--- config.mk ---
export PLATFORM = sky130hd
export DESIGN_NAME = seg_addr_gen
export DESIGN_NICKNAME = d
export VERILOG_FILES = /design/src/rtl/seg_addr_pkg.sv /design/src/rtl/seg_bank.sv /design/src/rtl/seg_pick.sv /design/src/rtl/phys_adder.sv /design/src/rtl/seg_addr_gen.sv
export SDC_FILE = /design/constraint.sdc
export NUM_CORES = 1
export LEC_CHECK = 0
export BUFFER_PORTS_ARGS = -buffer_cell sky130_fd_sc_hd__buf_2
export CAP_MARGIN = 5
export CORE_ASPECT_RATIO = 2
export CORE_UTILIZATION = 50
export CTS_CLUSTER_DIAMETER = 200
export DETAILED_ROUTE_END_ITERATION = 6
export GPL_ROUTABILITY_DRIVEN = 0
export HOLD_SLACK_MARGIN = 0.05
export PLACE_DENSITY = 0.72
export SYNTH_ARGS = -nofsm -noshare
export SYNTH_HDL_FRONTEND = slang
export SYNTH_SLANG_ARGS = --single-unit
--- constraint.sdc ---
create_clock -name clk_i -period 3.1 [get_ports clk_i]
set_input_delay 0.465 -clock clk_i [delete_from_list [all_inputs] [get_ports clk_i]]
set_output_delay 0.465 -clock clk_i [all_outputs]
set_load 0.02 [all_outputs]
--- src/rtl/seg_addr_pkg.sv ---
package seg_addr_pkg;

  typedef enum logic [2:0] {
    KIND_FETCH  = 3'b000,
    KIND_DATA   = 3'b001,
    KIND_STACK  = 3'b010,
    KIND_EXTRA  = 3'b011,
    KIND_VECTOR = 3'b100
  } access_kind_e;

  typedef enum logic [1:0] {
    SEG_EXTRA = 2'b00,
    SEG_CODE  = 2'b01,
    SEG_STACK = 2'b10,
    SEG_DATA  = 2'b11
  } seg_id_e;

  localparam int unsigned NUM_SEGS = 4;

  function automatic logic kind_is_legal(input logic [2:0] kind);
    return kind <= KIND_VECTOR;
  endfunction

endpackage

--- src/rtl/seg_bank.sv ---
module seg_bank
  import seg_addr_pkg::*;
#(
  parameter int unsigned SEG_W = 16
) (
  input  logic             clk_i,
  input  logic             rst_ni,
  input  logic             we_i,
  input  logic [1:0]       wsel_i,
  input  logic [SEG_W-1:0] wdata_i,
  input  logic [1:0]       rsel_i,
  output logic [SEG_W-1:0] rdata_o
);

  logic [SEG_W-1:0] seg_q [NUM_SEGS];

  for (genvar i = 0; i < NUM_SEGS; i++) begin : g_seg
    // code base resets high so the first fetch lands at the top of memory
    localparam logic [SEG_W-1:0] RST_VAL = (i == int'(SEG_CODE)) ? '1 : '0;

    always_ff @(posedge clk_i or negedge rst_ni) begin
      if (!rst_ni) begin
        seg_q[i] <= RST_VAL;
      end else if (we_i && (wsel_i == 2'(i))) begin
        seg_q[i] <= wdata_i;
      end
    end
  end

  assign rdata_o = seg_q[rsel_i];

endmodule

--- src/rtl/seg_pick.sv ---
module seg_pick
  import seg_addr_pkg::*;
(
  input  logic [2:0] kind_i,
  input  logic       ovr_en_i,
  input  logic [1:0] ovr_sel_i,
  output logic [1:0] seg_o
);

  always_comb begin
    unique case (kind_i)
      KIND_FETCH: seg_o = SEG_CODE;
      KIND_STACK: seg_o = SEG_STACK;
      KIND_EXTRA: seg_o = SEG_EXTRA;
      KIND_DATA:  seg_o = ovr_en_i ? ovr_sel_i : SEG_DATA;
      default:    seg_o = SEG_DATA;
    endcase
  end

endmodule

--- src/rtl/phys_adder.sv ---
module phys_adder #(
  parameter int unsigned SEG_W  = 16,
  parameter int unsigned OFF_W  = 16,
  parameter int unsigned ADDR_W = 20
) (
  input  logic [SEG_W-1:0]  seg_i,
  input  logic [OFF_W-1:0]  off_i,
  output logic [ADDR_W-1:0] addr_o
);

  localparam int unsigned SHIFT = ADDR_W - SEG_W;

  logic [ADDR_W-1:0] base_ext;
  logic [ADDR_W-1:0] off_ext;

  assign base_ext = {seg_i, {SHIFT{1'b0}}};
  assign off_ext  = {{(ADDR_W-OFF_W){1'b0}}, off_i};
  // carry out of the top bit is dropped: wrap modulo 2^ADDR_W
  assign addr_o   = base_ext + off_ext;

endmodule

--- src/rtl/seg_addr_gen.sv ---
module seg_addr_gen
  import seg_addr_pkg::*;
#(
  parameter int unsigned SEG_W  = 16,
  parameter int unsigned OFF_W  = 16,
  parameter int unsigned ADDR_W = 20,
  parameter int unsigned VEC_W  = 8
) (
  input  logic              clk_i,
  input  logic              rst_ni,
  input  logic              seg_we_i,
  input  logic [1:0]        seg_wsel_i,
  input  logic [SEG_W-1:0]  seg_wdata_i,
  input  logic              req_i,
  input  logic [2:0]        req_kind_i,
  input  logic [OFF_W-1:0]  offset_i,
  input  logic              ovr_en_i,
  input  logic [1:0]        ovr_sel_i,
  input  logic [VEC_W-1:0]  vec_num_i,
  output logic [ADDR_W-1:0] addr_o,
  output logic              valid_o
);

  localparam int unsigned VEC_ENTRY_LG = 2;
  localparam int unsigned VEC_PAD      = ADDR_W - VEC_W - VEC_ENTRY_LG;

  logic [1:0]        seg_sel;
  logic [SEG_W-1:0]  seg_val;
  logic [ADDR_W-1:0] seg_addr;
  logic [ADDR_W-1:0] vec_addr;
  logic [ADDR_W-1:0] addr_d;
  logic              accept;
  logic [ADDR_W-1:0] addr_q;
  logic              valid_q;

  seg_pick u_pick (
    .kind_i    (req_kind_i),
    .ovr_en_i  (ovr_en_i),
    .ovr_sel_i (ovr_sel_i),
    .seg_o     (seg_sel)
  );

  seg_bank #(.SEG_W(SEG_W)) u_bank (
    .clk_i   (clk_i),
    .rst_ni  (rst_ni),
    .we_i    (seg_we_i),
    .wsel_i  (seg_wsel_i),
    .wdata_i (seg_wdata_i),
    .rsel_i  (seg_sel),
    .rdata_o (seg_val)
  );

  phys_adder #(.SEG_W(SEG_W), .OFF_W(OFF_W), .ADDR_W(ADDR_W)) u_add (
    .seg_i  (seg_val),
    .off_i  (offset_i),
    .addr_o (seg_addr)
  );

  assign vec_addr = {{VEC_PAD{1'b0}}, vec_num_i, {VEC_ENTRY_LG{1'b0}}};
  assign addr_d   = (req_kind_i == KIND_VECTOR) ? vec_addr : seg_addr;
  assign accept   = req_i && kind_is_legal(req_kind_i);

  always_ff @(posedge clk_i or negedge rst_ni) begin
    if (!rst_ni) begin
      addr_q  <= '0;
      valid_q <= 1'b0;
    end else begin
      valid_q <= accept;
      if (accept) addr_q <= addr_d;
    end
  end

  assign addr_o  = addr_q;
  assign valid_o = valid_q;

endmodule

# After elaboration in Yosys (flattened, before gate mapping)
# Cells that the tools add are included.
[op_classes] n_eq_ne=7 mul=0 n_shift=0 n_reduce_logical=7 mux=6 n_lt_le_gt_ge=2 add_sub_neg=1 div_mod_pow=0 bitwise_logic=1
[ops] operator="16-bit binary-select mux with 2-bit select" count=1
[ops] operator="16-bit 2-to-1 mux" count=2
[ops] operator="20-bit by 16-bit adder with 20-bit output" count=1
[ops] operator="20-bit 2-to-1 mux" count=1
[ops] operator="2-bit case mux with 4 select lines" count=1
[ops] operator="3-bit by 2-bit == test with 1-bit output, second input constant" count=2
[ops] operator="1-bit logical AND" count=5
[ops] operator="2-bit == test, second input constant" count=2
[ops] operator="3-bit by 1-bit == test with 1-bit output, second input constant" count=1
[ops] operator="3-bit == test, second input constant" count=1
[ops] operator="3-bit greater-or-equal comparator, second input constant" count=1
[ops] operator="3-bit less-or-equal comparator, second input constant" count=1
[ops] operator="3-bit zero test" count=1
[ops] operator="2-bit NOT with 3-bit output" count=1
[ops] operator="2-bit by 1-bit == test with 1-bit output, second input constant" count=1
[ops] operator="2-bit zero test" count=1
[ops] operator="2-bit 2-to-1 mux" count=1
[word_totals] mem_bits_ro=0 latchBits=0 reg_bits=85 ram_bits=0 elab_cells=30 out_inout_bits=21 inputBits=52 mem_count=0

# Depth between registers and ports, before layout
# Gate-level depths: netlist of the first run.
[depth] ltp_word=8 ltp_mapped=16 mapped_depth_nobuf=15

# Hierarchy
# From an unflattened synthesis of the first run, not the netlist that was laid out.
[hier_totals] hier_cells=336 area_unflattened_um2=4544.4
[by_module_without_submodules] module="seg_bank" cells_per_inst=156 area_each_um2=2812.7 n_inst=1
[by_module_without_submodules] module="seg_addr_gen" cells_per_inst=66 area_each_um2=864.6 n_inst=1
[by_module_without_submodules] module="phys_adder" cells_per_inst=108 area_each_um2=820.8 n_inst=1
[by_module_without_submodules] module="seg_pick" cells_per_inst=6 area_each_um2=46.3 n_inst=1

# Least setup slack after synthesis of the first run
# No wires, ideal clock.
[synth_path] path_kind="input -> register" start="in req_kind_i[1]" end="reg addr_q[18] (netlist: addr_o[18])" path_buffers=2 setup_ns=0.121 slack_ns=-0.617 arrival_ns=3.596 cell_stages=15 cell_sequence="nor2b_1 -> a211oi_2 -> buf_2 -> buf_4 -> mux2i_1 -> a21oi_1 -> ha_1 -> fa_1 -> a211oi_1 -> o21ai_1 -> o221a_2 -> o22a_1 -> o2111ai_1 -> xnor2_1 -> a22o_1"
[synth_via] elab_chain_len=8
[synth_rtl] element="from (decl)" line="seg_addr_gen.sv:15" source="input logic [2:0] req_kind_i,"
[synth_rtl] element="3-bit by 1-bit == test with 1-bit output, or another cell as far along" line="seg_pick.sv:11" source="unique case (kind_i)"
[synth_rtl] element="2-bit case mux with 4 select lines" line="seg_pick.sv:11"
[synth_rtl] element="2-bit NOT with 3-bit output (not written as such)" line="seg_bank.sv:30" source="assign rdata_o = seg_q[rsel_i];"
[synth_rtl] element="16-bit binary-select mux with 2-bit select" line="seg_bank.sv:30"
[synth_rtl] element="16-bit 2-to-1 mux (not written as such) (2 in series)" line="seg_bank.sv:30"
[synth_rtl] element="20-bit by 16-bit adder with 20-bit output" line="phys_adder.sv:19" source="assign addr_o = base_ext + off_ext;"
[synth_rtl] element="20-bit 2-to-1 mux" line="seg_addr_gen.sv:60" source="assign addr_d = (req_kind_i == KIND_VECTOR) ? vec_addr : seg_addr;"
[synth_rtl] element="to (signal assigned)" line="seg_addr_gen.sv:69" source="if (accept) addr_q <= addr_d;"
[synth_rtl] element="to (decl)" line="seg_addr_gen.sv:33" source="logic [ADDR_W-1:0] addr_q;"
# Parallel ways exist; a longest one is shown, timed or not. The select of a mux whose other input is x is not followed.
# A chain may end at the register's enable or synchronous reset.

# Worst setup path in the final report of the first run
[layout_path] start="in ovr_sel_i[1]" end="reg addr_q[19] (netlist: addr_o[19])"
[layout_via] elab_chain_len=8
[layout_rtl] element="from (decl)" line="seg_addr_gen.sv:18" source="input logic [1:0] ovr_sel_i,"
[layout_rtl] element="2-bit 2-to-1 mux" line="seg_pick.sv:15" source="KIND_DATA: seg_o = ovr_en_i ? ovr_sel_i : SEG_DATA;"
[layout_rtl] element="2-bit case mux with 4 select lines" line="seg_pick.sv:11"
[layout_rtl] element="2-bit NOT with 3-bit output (not written as such)" line="seg_bank.sv:30"
[layout_rtl] element="16-bit binary-select mux with 2-bit select" line="seg_bank.sv:30"
[layout_rtl] element="16-bit 2-to-1 mux (not written as such) (2 in series)" line="seg_bank.sv:30"
[layout_rtl] element="20-bit by 16-bit adder with 20-bit output" line="phys_adder.sv:19"
[layout_rtl] element="20-bit 2-to-1 mux" line="seg_addr_gen.sv:60"
# No other way between the ends. The select of a mux whose other input is x is not followed.

==> key figures, run 1 <==
Finish
  – ANT cells: 0
  – Layout fillers: 630
  – Final instance area: 0.00562 sq mm
  – FF/Latch Area: 0.00215 sq mm
  – Area growth, synth to finish: 28.7%
  – Final nets: 537
  – Multi-input logic area: 0.00223 sq mm
  – Layout cells sized above 1: 52.4%
  – Final Util: 67.3%

Yosys
  – Syn_nets: 419
  – Synth Instances: 352
  – Top-count cell post-synth: dfrtp_1
  – Synth top area cells: dfrtp_1 (40%), mux2_2 (17%), dfstp_2 (9.6%)
  – Post-synthesis cell type count: 48
  – Largest area contributor in the netlist: dfrtp_1
  – Cell Area, Synth: 0.00437 sq mm
  – Number of synthesized flops with an enable pin: 0
  – Post-synthesis average cell area: 12.4 sq um
  – Top cell type's share of synthesized area: 39.5%
  – Synth Flop Type: dfrtp_1
  – Seq/Total Area, Yosys: 49.1%
  – Yosys warnings: 0
  – FF+latch count, synth: 85
  – Ys async rst share: 100%
  – Top cells by count, synth: dfrtp_1 (69), mux2_2 (65), mux2i_1 (26), a21oi_1 (22)

Clock network
  – Clock sinks: 85
  – Clock Tree Root: clkbuf_16
  – Clock slew at reported path FFs: 0.06 ns
  – CTS Buf Count: 9
  – Clk_lat worst skew: 0.34 ns
  – Maximum clock path buffer count: 2
  – CTS tree: yes
  – H-tree depth: 3

Worst setup path
  – WS Path Type: in -> reg
  – Slowest CP cell: or4_4
  – Worst path top cell family by delay: compound AO/OA/AOI/OAI gates
  – WP data arrival: 3.45 ns
  – Startpoint types: primary input
  – Critical Path RT: 3.33 ns
  – CP endpoint kind: flop
  – Worst Path Buf+Inv: 4
  – Cells along the critical path: buf_8 -> inv_12 -> a21oi_4 -> a211oi_4 -> buf_6 -> buf_6 -> mux2i_2 -> a21oi_2 -> ha_1 -> a211o_1 -> a21oi_2 -> or4_4 -> a31oi_4 -> o2111ai_2 -> xor2_1 -> a22o_1
  – CP Max Fanout: 5
  – Max incr delay on CP: 0.56 ns

Routing
  – DRC Markers: 0
  – Drt pass-1 iters: 4
  – DR WL/cell: 17.0 microns
  – Via count: 3227
  – Initial DRC Count: 98
  – WL final: 9.72 mm
  – Vias/cell: 5.63
  – DRT antenna net count: 0

Global routing
  – Largest net degree at the start of global routing: 86
  – Global Route Usage Sum: 23.4%
  – First-pass GRT wire length: 15.8 mm
  – Vias in the first global route: 3412
  – GRT overflow: 0
  – Initial antenna violation count: 0

Pwr
  – Combinational share of power: 31.8%
  – Sw frac: 30.0%
  – Design Power: 3.76 mW
  – Leak: 2.56 nW
  – Clock Power Share: 28.4%
  – Max IR drop VDD: 0.445 mV
  – Flop pwr share: 39.8%
  – Internal power: 2.63 mW
  – PwrDens: 670 mW/mm^2
  – Sw power: 1.13 mW

Hold path
  – Hold Path Class: in -> async

STA
  – RSZ-0062 raised after global routing: true
  – PnR worst setup slack: -0.122 ns
  – Minimum clock period: 3.22 ns
  – Clock skew: 0.00450 ns
  – Fmax: 310 MHz
  – Count of pins over their slew limit: 0
  – Final setup vio count: 3
  – Slew headroom: 31.0%
  – Fin crit share: 104%
  – Fin Setup TNS: -0.213 ns
  – Worst-Margin Slew: 1.03 ns
  – Hold Vio Cnt, Final: 0

Floorplanning
  – Die X: 68.1 microns
  – Die Area: 0.00914 sq mm
  – Ports: 73
  – # rows: 47
  – Core ar.: 0.00835 sq mm
  – Chip Height: 134 microns
  – Starting Density: 52.3%

Outcome
  – Status: finished, violations left
  – Failing checks: negative setup slack

Placed design
  – Post-DP HPWL: 6.86 mm
  – Pre-CTS setup slack: -0.458 ns
  – I/O Buffers: 72
  – DP Area: 0.00518 sq mm

Run
  – MaxCap Viol Count: 0
==> final timing paths <==
path | from | to | slack, ns | cells past startpoint
max | ovr_sel_i[1] | addr_o[19]$_DFFE_PN0P_ | -0.12 | 16
min | rst_ni | addr_o[3]$_DFFE_PN0P_ | 0.29 | 1
max reg2reg | u_bank.seg_q[0]$_DFFE_PN0P_ | addr_o[18]$_DFFE_PN0P_ | 0.32 | 12
min reg2reg | addr_o[6]$_DFFE_PN0P_ | addr_o[6]$_DFFE_PN0P_ | 0.48 | 2
max in group asynchronous | rst_ni | addr_o[11]$_DFFE_PN0P_ | 2.12 | 1
min in group clk_i | offset_i[0] | addr_o[0]$_DFFE_PN0P_ | 0.39 | 2
==> area by class of cell <==
class | instances | share of cell area [%]
Clock buffer | 11 | 4.32
Timing Repair Buffer | 123 | 13.9
Sequential cell | 85 | 38.2
Clock inverter | 5 | 1.05
Tap cell | 98 | 2.18
Multi-Input combinational cell | 245 | 39.7
Inverter | 6 | 0.623
==> sequential cells by signal, summed over array words and instances (netlist names) <==
signal / count
addr_o: 20
u_bank.seg_q: 64
valid_o: 1
==> power groups by stage <==
stage	Sequential (mW)	Combinational, mW	Clock, mW
global route	1.53	1.31	1.14
CTS	1.49	1.18	1.10
floorplan	1.58	0.655	0
detailed placement	1.51	1.14	0
global placement	1.49	1.10	0
finish	1.50	1.20	1.07
==> worst reg2reg max path, stage by stage (launching register included) <==
cell       delay, ns
dfrtp_1         0.39
nor2b_4         0.13
a211oi_2        0.18
a21oi_1         0.07
ha_2            0.19
fa_2            0.37
a211oi_4        0.25
o21ai_2         0.11
o221a_4         0.26
o22a_1          0.21
o2111ai_2       0.23
xnor2_1         0.10
a22o_1          0.18
==> stage by stage <==
| stage | hold slack, ns | instances |
|---|---|---|
| after floorplan | 0.169 | 352 |
| after global placement | 0.457 | 550 |
| after detailed placement | 0.467 | 550 |
| after CTS | 0.345 | 572 |
| after global routing | 0.384 | 573 |
| final | 0.291 | 573 |
==> placed cells by master, fill, tap and decap left out, types with 2 or more instances in the layout <==
cell	count
nand3_1	2
a22o_1	9
a21o_1	3
xor2_1	4
nor2b_4	2
a21oi_2	3
inv_1	4
a211oi_4	2
dfstp_2	16
mux2_2	65
ha_1	13
nand3b_1	2
clkbuf_16	9
o2111ai_2	2
o21ai_1	3
buf_2	68
a32o_1	3
nor2_1	8
o21ai_0	10
a211oi_1	10
buf_4	48
buf_6	6
xnor2_1	7
a21oi_1	19
nor2b_1	11
clkinvlp_4	2
nand2_1	12
mux2i_1	25
o21a_1	3
a211oi_2	5
dfrtp_1	69
==> logic make-up (layout without fill, tap and decap cells) <==
logic type               after synthesis  count (layout)  share of synthesized area [%]
multiplexers                          91              91                           22.7
AO/OA/AOI/OAI                         86              86                           14.1
flip-flops                            85              85                           49.1
AND/OR/NAND/NOR                       42              42                           4.98
buffers and inverters                 22             145                           2.41
adder cells (fa/ha/maj)               15              15                           4.47
XOR/XNOR                              11              11                           2.20
==> what timing repair did <==
action	4_1_cts	5_1_grt
hold buffers	0	0
gates resized for setup	18	10
buffers inserted	5	3
cloned	1	0
setup endpoints to repair	4	6
pin swaps	13	22
==> per-layer routing <==
layer / wire [microns] / track usage [%]
met1: 3700 / 25.0
met2: 5400 / 41.7
met3: 357 / 5.27
met4: 267 / 10.5
met5: 0 / 0
Power figures use the tool's default switching activity.
==> inputs of run 2 (changes only) <==
CORE_UTILIZATION = 38   (was 50)
PLACE_DENSITY = default   (was 0.72)
==> key figures, run 2 (synthesis gave the netlist of run 1 again) <==
Floorplanning
  – # rows: 55
  – Chip Height: 154 microns
  – Die X: 77.8 microns
  – Starting Density: 38.7%
  – Ports: 73
  – Die Area: 0.0120 sq mm
  – Core ar.: 0.0113 sq mm

STA
  – Count of pins over their slew limit: 0
  – Fin crit share: 99.5%
  – Worst-Margin Slew: 1.05 ns
  – Hold Vio Cnt, Final: 0
  – Minimum clock period: 3.08 ns
  – PnR worst setup slack: 0.0169 ns
  – Slew headroom: 30.0%
  – RSZ-0062 raised after global routing: true
  – Final setup vio count: 0
  – Clock skew: 0.00650 ns
  – Worst hold slack: 0.296 ns
  – Fmax: 324 MHz

Pwr
  – Leak: 2.56 nW
  – PwrDens: 675 mW/mm^2
  – Max IR drop VDD: 0.292 mV

Worst setup path
  – Critical Path RT: 3.33 ns
  – CP Depth: 16
  – R2R Path End: addr_o[19]$_DFFE_PN0P_
  – Critical path origin: ovr_sel_i[1]
  – Worst path top cell family by delay: compound AO/OA/AOI/OAI gates
  – Critical R2R Launch: u_bank.seg_q[32]$_DFFE_PN1P_
  – WP data arrival: 3.31 ns
  – CP Max Fanout: 9
  – CP endpoint kind: flop
  – Crit path capture: addr_o[19]$_DFFE_PN0P_
  – Cells along the critical path: buf_8 -> inv_12 -> a21oi_4 -> a211oi_4 -> buf_6 -> buf_12 -> buf_4 -> mux2i_1 -> a21oi_1 -> ha_1 -> inv_1 -> or4_4 -> a31oi_4 -> o2111ai_2 -> xor2_1 -> a22o_1
  – Slowest CP cell: or4_4
  – Worst Path Buf+Inv: 6
  – Depth of the most critical reg-to-reg path: 12
  – Worst R2R Setup Slack: 0.37 ns
  – WS Path Type: in -> reg
  – Max incr delay on CP: 0.55 ns
  – Startpoint types: primary input

Routing
  – Initial DRC Count: 72
  – Via count: 3167
  – DR WL/cell: 15.7 microns
  – DRC Markers: 0
  – Drt pass-1 iters: 4
  – Vias/cell: 5.16
  – WL final: 9.62 mm
  – DRT antenna net count: 0

Finish
  – Max reg flops: 64
  – Layout fillers: 1043
  – Most common cell after layout, fill and taps aside: dfrtp_1
  – Most flops, register: u_bank.seg_q
  – Layout cells sized above 1: 51.7%
  – FF/Latch Area: 0.00215 sq mm
  – Final Util: 50.3%
  – Multi-input logic area: 0.00221 sq mm
  – Final nets: 534
  – Area growth, synth to finish: 30.0%
  – Most frequent cells in the layout: dfrtp_1 (69), buf_2 (68), mux2_2 (65)
  – ANT cells: 0

Clock network
  – Clk_lat worst skew: 0.34 ns
  – Maximum clock path buffer count: 2
  – Clock slew at reported path FFs: 0.07 ns
  – Clock sinks: 85
  – Clock Tree Root: clkbuf_16
  – H-tree depth: 3
  – CTS Buf Count: 9
  – CTS tree: yes

Global routing
  – Initial antenna violation count: 0
  – Largest net degree at the start of global routing: 86
  – Vias in the first global route: 3301
  – First-pass GRT wire length: 15.9 mm
  – GRT overflow: 0
  – Global Route Usage Sum: 17.3%

Run
  – MaxCap Viol Count: 0

Placed design
  – Post-DP HPWL: 7.06 mm
  – Pre-CTS setup slack: -0.412 ns
  – I/O Buffers: 72

Outcome
  – Status: complete, no violations

Hold path
  – Hold Path Class: in -> async
==> run 2: cell types whose count changed in the layout (fill, tap and decap cells not counted), sizes merged <==
cell / previous run / this run
clkinvlp: 2 / 1
buf: 123 / 120
inv: 7 / 9
bufinv: 1 / 2
clkbuf: 11 / 9
==> run 2: power breakdown <==
part	switching, mW	total (mW)	internal (mW)
clock network	0.463	1.18	0.718
logic	0.561	1.16	0.604
registers	0.115	1.49	1.37
==> run 2: cell type report <==
class	instances	area share, %
clock inverters	7	1.85
flip-flops and latches	85	37.8
well taps	142	3.13
inverters	6	0.617
clock buffers	9	3.97
repair buffers	120	13.8
multi-input cells	245	38.8
==> run 2: metal layers <==
metal / GRT usage (%) / part of all wire, % / vias to the layer above
li1: - / - / 1532
met1: 19.4 / 40 / 1559
met2: 31.8 / 55 / 59
met3: 2.55 / 2.3 / 17
met4: 7.28 / 2.4 / 0
met5: 0 / 0 / -
==> run 2: per-stage QoR <==
step                      instances  area [sq um]  total power, mW  setup TNS, ns
after floorplan                 352          4440             2.23          -1.24
after global placement          592          5220             2.60          -2.28
after detailed placement        592          5220             2.64          -2.57
after CTS                       612          5640             3.86        -0.0108
after global routing            614          5680             4.05         -0.462
final                           614          5680             3.83              0
==> run 2: repair_timing <==
action / in CTS / in global routing
resized for setup: 12 / 7
pin swaps: 14 / 10
buffers inserted: 3 / 2
hold buffers: 0 / 0
gates cloned: 1 / 0
setup endpoints to repair: 4 / 6
==> run 2: worst min-delay path by stage <==
stage,startpoint,to,cells past startpoint
2_1_floorplan,rst_ni,addr_o[0]$_DFFE_PN0P_,0
3_3_place_gp,addr_o[4]$_DFFE_PN0P_,addr_o[4]$_DFFE_PN0P_,2
3_5_place_dp,addr_o[8]$_DFFE_PN0P_,addr_o[8]$_DFFE_PN0P_,2
4_1_cts,rst_ni,addr_o[3]$_DFFE_PN0P_,1
5_1_grt,offset_i[1],addr_o[1]$_DFFE_PN0P_,2
6_report,rst_ni,addr_o[7]$_DFFE_PN0P_,1
